$ cat src/rtl/cfg_uart_pkg.sv
// Shared types and helpers for the configurable serial port.
// Assumes characters of at most 8 bits and a 16-bit reload timer.
package cfg_uart_pkg;

    localparam int DATA_W   = 8;
    localparam int RELOAD_W = 16;
    localparam int PRE_W    = 6;

    typedef enum logic [1:0] {
        PAR_ODD   = 2'd0,
        PAR_EVEN  = 2'd1,
        PAR_MARK  = 2'd2,
        PAR_SPACE = 2'd3
    } par_mode_e;

    typedef struct packed {
        logic              perr;
        logic              ferr;
        logic              x9;
        logic [DATA_W-1:0] data;
    } rx_entry_t;

    // Number of data bits for a size code.
    function automatic logic [3:0] data_bits(input logic [1:0] len);
        return {2'b00, len} + 4'd5;
    endfunction

    // Mask of the data bits in use for a size code.
    function automatic logic [DATA_W-1:0] len_mask(input logic [1:0] len);
        return 8'hFF >> (2'd3 - len);
    endfunction

    // Parity bit for the used data bits under a rule.
    function automatic logic par_bit(input logic [DATA_W-1:0] d,
                                     input logic [1:0]        len,
                                     input par_mode_e         mode);
        logic [DATA_W-1:0] md;
        md = d & len_mask(len);
        case (mode)
            PAR_ODD:  return ~(^md);
            PAR_EVEN: return ^md;
            PAR_MARK: return 1'b1;
            default:  return 1'b0;
        endcase
    endfunction

    // Last value of the prescale counter for a select code.
    function automatic logic [PRE_W-1:0] presc_last(input logic [1:0] sel);
        case (sel)
            2'd0:    return 6'd0;
            2'd1:    return 6'd3;
            2'd2:    return 6'd11;
            default: return 6'd47;
        endcase
    endfunction

endpackage

$ cat src/rtl/cfg_uart_baud.sv
// Half-bit timer: a prescaler feeding a 16-bit up-counter that reloads on
// overflow. One tick every P*(65536-reload) cycles after a restart.
// Assumes the configuration is held steady while a frame is in flight.
module cfg_uart_baud
    import cfg_uart_pkg::*;
(
    input  logic                clk,
    input  logic                rst_n,
    input  logic                restart,
    input  logic [1:0]          presc_sel,
    input  logic [RELOAD_W-1:0] reload,
    output logic                tick
);

    logic [PRE_W-1:0]    pre_q;
    logic [RELOAD_W-1:0] tmr_q;
    logic [PRE_W-1:0]    pre_last;
    logic                pre_wrap;

    assign pre_last = presc_last(presc_sel);
    assign pre_wrap = (pre_q == pre_last);
    assign tick     = !restart && pre_wrap && (tmr_q == {RELOAD_W{1'b1}});

    // Advance the prescaler and the reload timer, or realign on restart.
    always_ff @(posedge clk) begin
        if (!rst_n) begin
            pre_q <= '0;
            tmr_q <= '0;
        end else if (restart) begin
            pre_q <= '0;
            tmr_q <= reload;
        end else if (pre_wrap) begin
            pre_q <= '0;
            tmr_q <= (tmr_q == {RELOAD_W{1'b1}}) ? reload : tmr_q + 1'b1;
        end else begin
            pre_q <= pre_q + 1'b1;
        end
    end

endmodule

$ cat src/rtl/cfg_uart_tx.sv
// Transmit serialiser: builds the whole frame in a shift register at the
// write and moves one bit every two half-bit ticks, counting half bits so
// that 1.5-bit stop periods come out exact.
// Assumes the tick source restarts on the same edge that loads a frame.
module cfg_uart_tx
    import cfg_uart_pkg::*;
(
    input  logic              clk,
    input  logic              rst_n,
    input  logic [1:0]        len,
    input  logic              par_en,
    input  par_mode_e         par_mode,
    input  logic              x9_en,
    input  logic              stop_long,
    input  logic              tick,
    input  logic              wr,
    input  logic [DATA_W-1:0] data,
    input  logic              x9,
    output logic              load,
    output logic              busy,
    output logic              txd
);

    localparam int SR_W = DATA_W + 4;
    localparam int HC_W = 5;

    logic [SR_W-1:0] sr_q;
    logic [SR_W-1:0] frame;
    logic [HC_W-1:0] hcnt_q;
    logic [HC_W-1:0] halves;
    logic [HC_W-1:0] stop_h;
    logic [3:0]      nd;
    logic [3:0]      nbits;
    logic            slot;
    logic            ph_q;
    logic            busy_q;

    assign nd     = data_bits(len);
    assign slot   = par_en | x9_en;
    assign load   = wr && !busy_q;
    assign busy   = busy_q;
    assign txd    = sr_q[0];
    assign stop_h = !stop_long ? 5'd2 : ((len == 2'd0) ? 5'd3 : 5'd4);
    assign nbits  = 4'd1 + nd + {3'b000, slot};
    assign halves = {nbits, 1'b0} + stop_h;

    // Assemble start bit, data, optional ninth slot and idle-level tail.
    always_comb begin
        frame    = '1;
        frame[0] = 1'b0;
        for (int i = 0; i < DATA_W; i++) begin
            if (i < int'(nd)) frame[i+1] = data[i];
        end
        if (slot) frame[int'(nd)+1] = par_en ? par_bit(data, len, par_mode) : x9;
    end

    // Load on write, shift every second tick, end after the stop period.
    always_ff @(posedge clk) begin
        if (!rst_n) begin
            sr_q   <= '1;
            busy_q <= 1'b0;
            hcnt_q <= '0;
            ph_q   <= 1'b0;
        end else if (load) begin
            sr_q   <= frame;
            busy_q <= 1'b1;
            hcnt_q <= halves;
            ph_q   <= 1'b0;
        end else if (busy_q && tick) begin
            ph_q   <= ~ph_q;
            if (ph_q) sr_q <= {1'b1, sr_q[SR_W-1:1]};
            hcnt_q <= hcnt_q - 1'b1;
            if (hcnt_q == 5'd1) busy_q <= 1'b0;
        end
    end

endmodule

$ cat src/rtl/cfg_uart_rx.sv
// Receive deserialiser: synchronises the line, restarts its timer at a
// falling edge, confirms the start bit half a bit later, then samples each
// following bit centre. Emits one push per kept frame with its status.
// Assumes the line idles high and the configuration is held per frame.
module cfg_uart_rx
    import cfg_uart_pkg::*;
(
    input  logic      clk,
    input  logic      rst_n,
    input  logic [1:0] len,
    input  logic      par_en,
    input  par_mode_e par_mode,
    input  logic      x9_en,
    input  logic      mp_en,
    input  logic      tick,
    input  logic      rxd,
    output logic      restart,
    output logic      push,
    output rx_entry_t entry
);

    typedef enum logic [1:0] {RS_IDLE, RS_START, RS_BITS} rx_state_e;

    rx_state_e         state_q;
    logic              s1_q, s2_q;
    logic [3:0]        idx_q;
    logic              ph_q;
    logic [DATA_W-1:0] shreg_q;
    logic              x9_q;
    logic [3:0]        nd;
    logic [3:0]        last_idx;
    logic              slot;
    logic              perr;
    logic              keep;

    assign nd       = data_bits(len);
    assign slot     = par_en | x9_en;
    assign last_idx = nd + {3'b000, slot};
    assign restart  = (state_q == RS_IDLE) && !s2_q;
    assign perr     = par_en && (x9_q != par_bit(shreg_q, len, par_mode));
    assign keep     = !(mp_en && !par_en && x9_en && !x9_q);

    // Two-stage synchroniser for the asynchronous line.
    always_ff @(posedge clk) begin
        if (!rst_n) begin
            s1_q <= 1'b1;
            s2_q <= 1'b1;
        end else begin
            s1_q <= rxd;
            s2_q <= s1_q;
        end
    end

    // Frame sequencing, bit capture and queue push.
    always_ff @(posedge clk) begin
        if (!rst_n) begin
            state_q <= RS_IDLE;
            idx_q   <= '0;
            ph_q    <= 1'b0;
            shreg_q <= '0;
            x9_q    <= 1'b0;
            push    <= 1'b0;
            entry   <= '0;
        end else begin
            push <= 1'b0;
            case (state_q)
                RS_IDLE: if (!s2_q) state_q <= RS_START;
                RS_START: if (tick) begin
                    if (!s2_q) begin
                        state_q <= RS_BITS;
                        idx_q   <= '0;
                        ph_q    <= 1'b0;
                        shreg_q <= '0;
                        x9_q    <= 1'b0;
                    end else begin
                        state_q <= RS_IDLE;
                    end
                end
                default: if (tick) begin
                    ph_q <= ~ph_q;
                    if (ph_q) begin
                        idx_q <= idx_q + 1'b1;
                        if (idx_q < nd) begin
                            shreg_q[idx_q[2:0]] <= s2_q;
                        end else if (idx_q != last_idx) begin
                            x9_q <= s2_q;
                        end else begin
                            state_q    <= RS_IDLE;
                            push       <= keep;
                            entry.data <= shreg_q;
                            entry.x9   <= x9_q;
                            entry.ferr <= !s2_q;
                            entry.perr <= perr;
                        end
                    end
                end
            endcase
        end
    end

endmodule

$ cat src/rtl/cfg_uart_fifo.sv
// Small receive queue of any depth with a sticky loss flag.
// Assumes push and pop are single-cycle strobes; a pop frees room for a
// push in the same cycle.
module cfg_uart_fifo #(
    parameter int DEPTH = 3,
    parameter int W     = 11
) (
    input  logic         clk,
    input  logic         rst_n,
    input  logic         push,
    input  logic [W-1:0] wdata,
    input  logic         pop,
    output logic         valid,
    output logic [W-1:0] rdata,
    output logic         ovf
);

    localparam int PW = (DEPTH > 1) ? $clog2(DEPTH) : 1;
    localparam int CW = $clog2(DEPTH + 1);

    logic [W-1:0]  mem_q [DEPTH];
    logic [PW-1:0] rp_q, wp_q;
    logic [CW-1:0] cnt_q;
    logic          full, do_pop, do_push;

    function automatic logic [PW-1:0] nxt(input logic [PW-1:0] p);
        return (p == PW'(DEPTH - 1)) ? '0 : p + 1'b1;
    endfunction

    assign full    = (cnt_q == CW'(DEPTH));
    assign do_pop  = pop && (cnt_q != '0);
    assign do_push = push && (!full || do_pop);
    assign valid   = (cnt_q != '0);
    assign rdata   = mem_q[rp_q];

    // Storage write.
    always_ff @(posedge clk) begin
        if (do_push) mem_q[wp_q] <= wdata;
    end

    // Pointers, occupancy and loss flag.
    always_ff @(posedge clk) begin
        if (!rst_n) begin
            rp_q  <= '0;
            wp_q  <= '0;
            cnt_q <= '0;
            ovf   <= 1'b0;
        end else begin
            if (do_push) wp_q <= nxt(wp_q);
            if (do_pop)  rp_q <= nxt(rp_q);
            case ({do_push, do_pop})
                2'b10:   cnt_q <= cnt_q + 1'b1;
                2'b01:   cnt_q <= cnt_q - 1'b1;
                default: cnt_q <= cnt_q;
            endcase
            if (push && !do_push) ovf <= 1'b1;
            else if (do_pop)      ovf <= 1'b0;
        end
    end

endmodule

$ cat src/rtl/cfg_uart.sv
// Top of the serial port: two restartable half-bit timers, transmitter,
// receiver and receive queue. Assumes configuration changes only while
// both directions are idle.
module cfg_uart
    import cfg_uart_pkg::*;
#(
    parameter int FIFO_DEPTH = 3
) (
    input  logic        clk,
    input  logic        rst_n,
    input  logic [1:0]  cfg_len,
    input  logic        cfg_par_en,
    input  logic [1:0]  cfg_par_mode,
    input  logic        cfg_x9_en,
    input  logic        cfg_stop_long,
    input  logic        cfg_mp_en,
    input  logic [1:0]  cfg_presc,
    input  logic [15:0] cfg_reload,
    input  logic        tx_wr,
    input  logic [7:0]  tx_data,
    input  logic        tx_x9,
    output logic        tx_busy,
    output logic        txd,
    input  logic        rxd,
    input  logic        rx_pop,
    output logic        rx_valid,
    output logic [7:0]  rx_data,
    output logic        rx_x9,
    output logic        rx_ferr,
    output logic        rx_perr,
    output logic        rx_ovf
);

    localparam int ENTRY_W = $bits(rx_entry_t);

    par_mode_e pmode;
    logic      tx_load, tx_tick, rx_restart, rx_tick, rx_push;
    rx_entry_t rx_entry, head;
    logic [ENTRY_W-1:0] head_bits;

    assign pmode = par_mode_e'(cfg_par_mode);

    cfg_uart_baud tx_baud_i (
        .clk(clk), .rst_n(rst_n), .restart(tx_load),
        .presc_sel(cfg_presc), .reload(cfg_reload), .tick(tx_tick)
    );

    cfg_uart_baud rx_baud_i (
        .clk(clk), .rst_n(rst_n), .restart(rx_restart),
        .presc_sel(cfg_presc), .reload(cfg_reload), .tick(rx_tick)
    );

    cfg_uart_tx tx_i (
        .clk(clk), .rst_n(rst_n), .len(cfg_len), .par_en(cfg_par_en),
        .par_mode(pmode), .x9_en(cfg_x9_en), .stop_long(cfg_stop_long),
        .tick(tx_tick), .wr(tx_wr), .data(tx_data), .x9(tx_x9),
        .load(tx_load), .busy(tx_busy), .txd(txd)
    );

    cfg_uart_rx rx_i (
        .clk(clk), .rst_n(rst_n), .len(cfg_len), .par_en(cfg_par_en),
        .par_mode(pmode), .x9_en(cfg_x9_en), .mp_en(cfg_mp_en),
        .tick(rx_tick), .rxd(rxd), .restart(rx_restart),
        .push(rx_push), .entry(rx_entry)
    );

    cfg_uart_fifo #(.DEPTH(FIFO_DEPTH), .W(ENTRY_W)) fifo_i (
        .clk(clk), .rst_n(rst_n), .push(rx_push), .wdata(rx_entry),
        .pop(rx_pop), .valid(rx_valid), .rdata(head_bits), .ovf(rx_ovf)
    );

    assign head    = rx_entry_t'(head_bits);
    assign rx_data = head.data;
    assign rx_x9   = head.x9;
    assign rx_ferr = head.ferr;
    assign rx_perr = head.perr;

endmodule

$ cat config.mk
export PLATFORM = sky130hd
export DESIGN_NAME = cfg_uart
export DESIGN_NICKNAME = d
export VERILOG_FILES = /design/src/rtl/cfg_uart_pkg.sv /design/src/rtl/cfg_uart_baud.sv /design/src/rtl/cfg_uart_tx.sv /design/src/rtl/cfg_uart_rx.sv /design/src/rtl/cfg_uart_fifo.sv /design/src/rtl/cfg_uart.sv
export SDC_FILE = /design/constraint.sdc
export NUM_CORES = 1
export LEC_CHECK = 0
export BUFFER_PORTS_ARGS = -buffer_cell sky130_fd_sc_hd__buf_2
export CORE_MARGIN = 3
export CORE_UTILIZATION = 52
export DETAILED_ROUTE_END_ITERATION = 10
export PLACE_DENSITY_LB_ADDON = 0.12
export SKIP_CTS_REPAIR_TIMING = 1
export SYNTH_ARGS = -nofsm -noshare
export SYNTH_HDL_FRONTEND = slang
export SYNTH_SLANG_ARGS = --single-unit
$ cat constraint.sdc
create_clock -name clk -period 7.11 [get_ports clk]
set_clock_uncertainty 0.15 [all_clocks]
set_input_delay 0 -clock clk [delete_from_list [all_inputs] [get_ports clk]]
set_output_delay 0 -clock clk [all_outputs]
set_load 0.05 [all_outputs]
==> impl_metrics.json <==
{
  "dp.final_hpwl_um": 11680,
  "arrival_ps": 3330,
  "avgSynthCellArea_um2": 8.661,
  "total_leakage_power_nw": 3.125,
  "cpPeakStageDelay_ps": 830,
  "critPathMaxFanout": 12,
  "yosysWarnings": 0,
  "grt_max_degree": 54,
  "yosys.area.top_type_share": 0.2861,
  "die_x_um": 123.2,
  "cp_slowest_cell": "nor4_1",
  "grt_pass1_vias": 5722,
  "seq_area_frac_synth": 0.4250,
  "final_cell_area_um2": 8404,
  "synth-seq-cells": 135,
  "grt.overflow.total": 0,
  "synth_area_leaders": "dfxtp_1, edfxtp_1, nand2_1",
  "cts_made_buffers": 17,
  "grt.total_usage": 0.2282,
  "crit_buf_inv": 0,
  "worstPathCellList": "ha_1, nand3_1, nor4_1, o2111a_1, mux2_2, o31ai_1",
  "start_kind": "flip-flop",
  "status": "complete, but fails checks",
  "io_pins": 55,
  "max_freq_mhz": 317.6,
  "port_buffers": 54,
  "p_total_mw": 1.898,
  "core-area_um2": 13350,
  "htreeDepth": 4,
  "hp-class": "input port to flip-flop",
  "end_kind": "flip-flop",
  "die_y_um": 123.2,
  "initial_core_util": 0.5347,
  "cts.sinks": 135,
  "diodes": 0,
  "ys_types": 59,
  "synth_ff_type": "dfxtp_1",
  "place.gp.congestion": 0.8637,
  "critical_path_required_ps": 7290,
  "die_area_um2": 15170,
  "final-max-slew-violation-count": 0,
  "layout.nets": 953,
  "first_pass_iters": 5,
  "grt_pass1_wl_um": 27560,
  "power_density_nw_per_um2": 225.8,
  "fill_cells": 1132,
  "vias": 6264,
  "worst-setup-path-type": "flip-flop to flip-flop",
  "dr_wl_met2_um": 8126,
  "via_per_inst": 5.822,
  "violations": "negative hold slack",
  "wl_per_cell_um": 15.77,
  "netlist_area_um2": 7137,
  "fin_crit_ps": 3149,
  "clk-insertion-delay-late_ps": 420,
  "final.setup.tns_ps": 0,
  "row_count": 42,
  "final-setup-viol-count": 0,
  "clkTransAtPathRegs_ps": 60,
  "cp_top_family": "simple AND/OR/NAND/NOR gates",
  "antenna_found_initial": 1,
  "peakVddDrop_mv": 0.1563,
  "post-route-period-util": 0.4428,
  "highest_layer": "met5",
  "place_area_um2": 7487,
  "relSlewSlack": 0.2485,
  "worstMarginPinSlew_ps": 1122,
  "wl_um": 16970,
  "async_flop_share": 0,
  "synthToLayoutAreaGrowth_pct": 17.76,
  "drv_cap": 0,
  "synth_edf_count": 33,
  "wl_met3_um": 846,
  "drc": 0,
  "hold_viol": 1,
  "synth_top_area_cell": "dfxtp_1",
  "drive_gt1_frac": 0.1167,
  "wl_met1_um": 7706,
  "rsz0062_at_grt": "false",
  "syn_inst": 824,
  "drtIter0Drc": 527,
  "ctsLongestPathBuffers": 2,
  "cts_tree": "yes",
  "syn_nets": 890,
  "timing.hold.ws_ps": -2.775,
  "clk_root_buffer_cell": "clkbuf_16",
  "ant_nets": 0
}
## worst paths after layout
kind	slack, ps	cells after the start	start	to
setup / recovery	3960	6	tx_baud_i.tmr_q[0]$_SDFFE_PN0P_	tx_i.sr_q[4]$_SDFFE_PN1P_
hold / removal	-3	3	rst_n	rx_i.s1_q$_SDFF_PN1_
setup reg to reg	3960	6	tx_baud_i.tmr_q[0]$_SDFFE_PN0P_	tx_i.sr_q[4]$_SDFFE_PN1P_
hold reg to reg	300	1	rx_i.s1_q$_SDFF_PN1_	rx_i.s2_q$_SDFF_PN1_
## Yosys cell counts (18+ instances only)
cell,count
nand3_1,25
mux2i_1,25
nor3_1,30
clkbuf_1,40
nand2_1,96
a21oi_1,69
dfxtp_1,102
o211ai_1,18
o21ai_0,46
edfxtp_1,33
inv_1,23
nor2_1,66
ha_1,23
## area by class of cell
type / count / area, um2 / share of cell area
Clock buffer: 20 / 456.7 / 0.05434
Clock inverter: 12 / 150.1 / 0.01787
Inverter: 24 / 90.09 / 0.01072
Multi-Input combinational cell: 617 / 3821 / 0.4547
Sequential cell: 135 / 3033 / 0.3609
Tap cell: 176 / 220.2 / 0.02620
Timing Repair Buffer: 92 / 633.1 / 0.07533
## through the flow
stage	util	setup WS, ps	cells
CTS	0.6064	3975	1045
finish	0.6296	3961	1076
detailed placement	0.5609	3979	1013
global placement	0.5609	4094	1013
floorplan	-	4453	824
global route	0.6296	3660	1076
## state kept, by name, indices dropped and copies added (netlist names), 5 cells and up, named ones only
name             count
rx_i.entry          11
tx_i.hcnt_q          5
tx_baud_i.tmr_q     16
rx_baud_i.pre_q      6
tx_baud_i.pre_q      6
fifo_i.mem_q        33
tx_i.sr_q           12
rx_i.shreg_q         8
rx_baud_i.tmr_q     16
## worst reg2reg max path: cells and delay by family, from the launching register on
kind | cells | cell delay [ps]
AND/OR/NAND/NOR | 2 | 1020
AO/OA/AOI/OAI | 2 | 900
multiplexers | 1 | 400
flip-flops | 1 | 390
adder cells (fa/ha/maj) | 1 | 210
## cells in the final DEF (no fill, tap or decap), types with 6 or more instances in the layout
cell type	Yosys	layout
nand2b_1	7	7
o21ai_0	46	46
nor3_1	30	30
mux2i_1	25	25
edfxtp_1	33	33
a211oi_1	12	12
dlygate4sd3_1	0	31
nor2_1	66	66
a31oi_1	9	9
a21oi_1	69	69
xnor2_1	15	15
and2_1	7	7
buf_4	0	7
dfxtp_1	102	102
and3_1	11	11
o31ai_1	8	8
or3_1	10	10
o211ai_1	18	18
nand2_1	96	96
nor2b_1	6	6
or2_2	6	6
clkbuf_16	0	17
o22ai_1	15	15
nand3b_1	7	7
inv_1	23	23
nand3_1	25	25
xor2_1	15	15
buf_2	3	54
nor4_1	9	9
ha_1	23	23
nand4_1	13	13
nor3b_1	9	9
## report_power, final
group / internal (mW) / total, mW / switching [mW]
logic: 0.0727 / 0.181 / 0.108
registers: 0.803 / 0.822 / 0.0192
clock network: 0.568 / 0.896 / 0.328
## cell families after synthesis
family	count (synthesis)	synth area share
adder cells (fa/ha/maj)	26	0.04874
XOR/XNOR	32	0.04313
buffers and inverters	72	0.03962
AND/OR/NAND/NOR	315	0.2160
flip-flops	135	0.4250
AO/OA/AOI/OAI	214	0.1846
multiplexers	30	0.04295
## per-layer routing
layer / GRT usage / vias up
li1: - / 3118
met1: 0.3019 / 2933
met2: 0.3700 / 188
met3: 0.05078 / 23
met4: 0.07889 / 2
met5: 0 / -
Note: power is estimated with default switching activity, not from simulation.
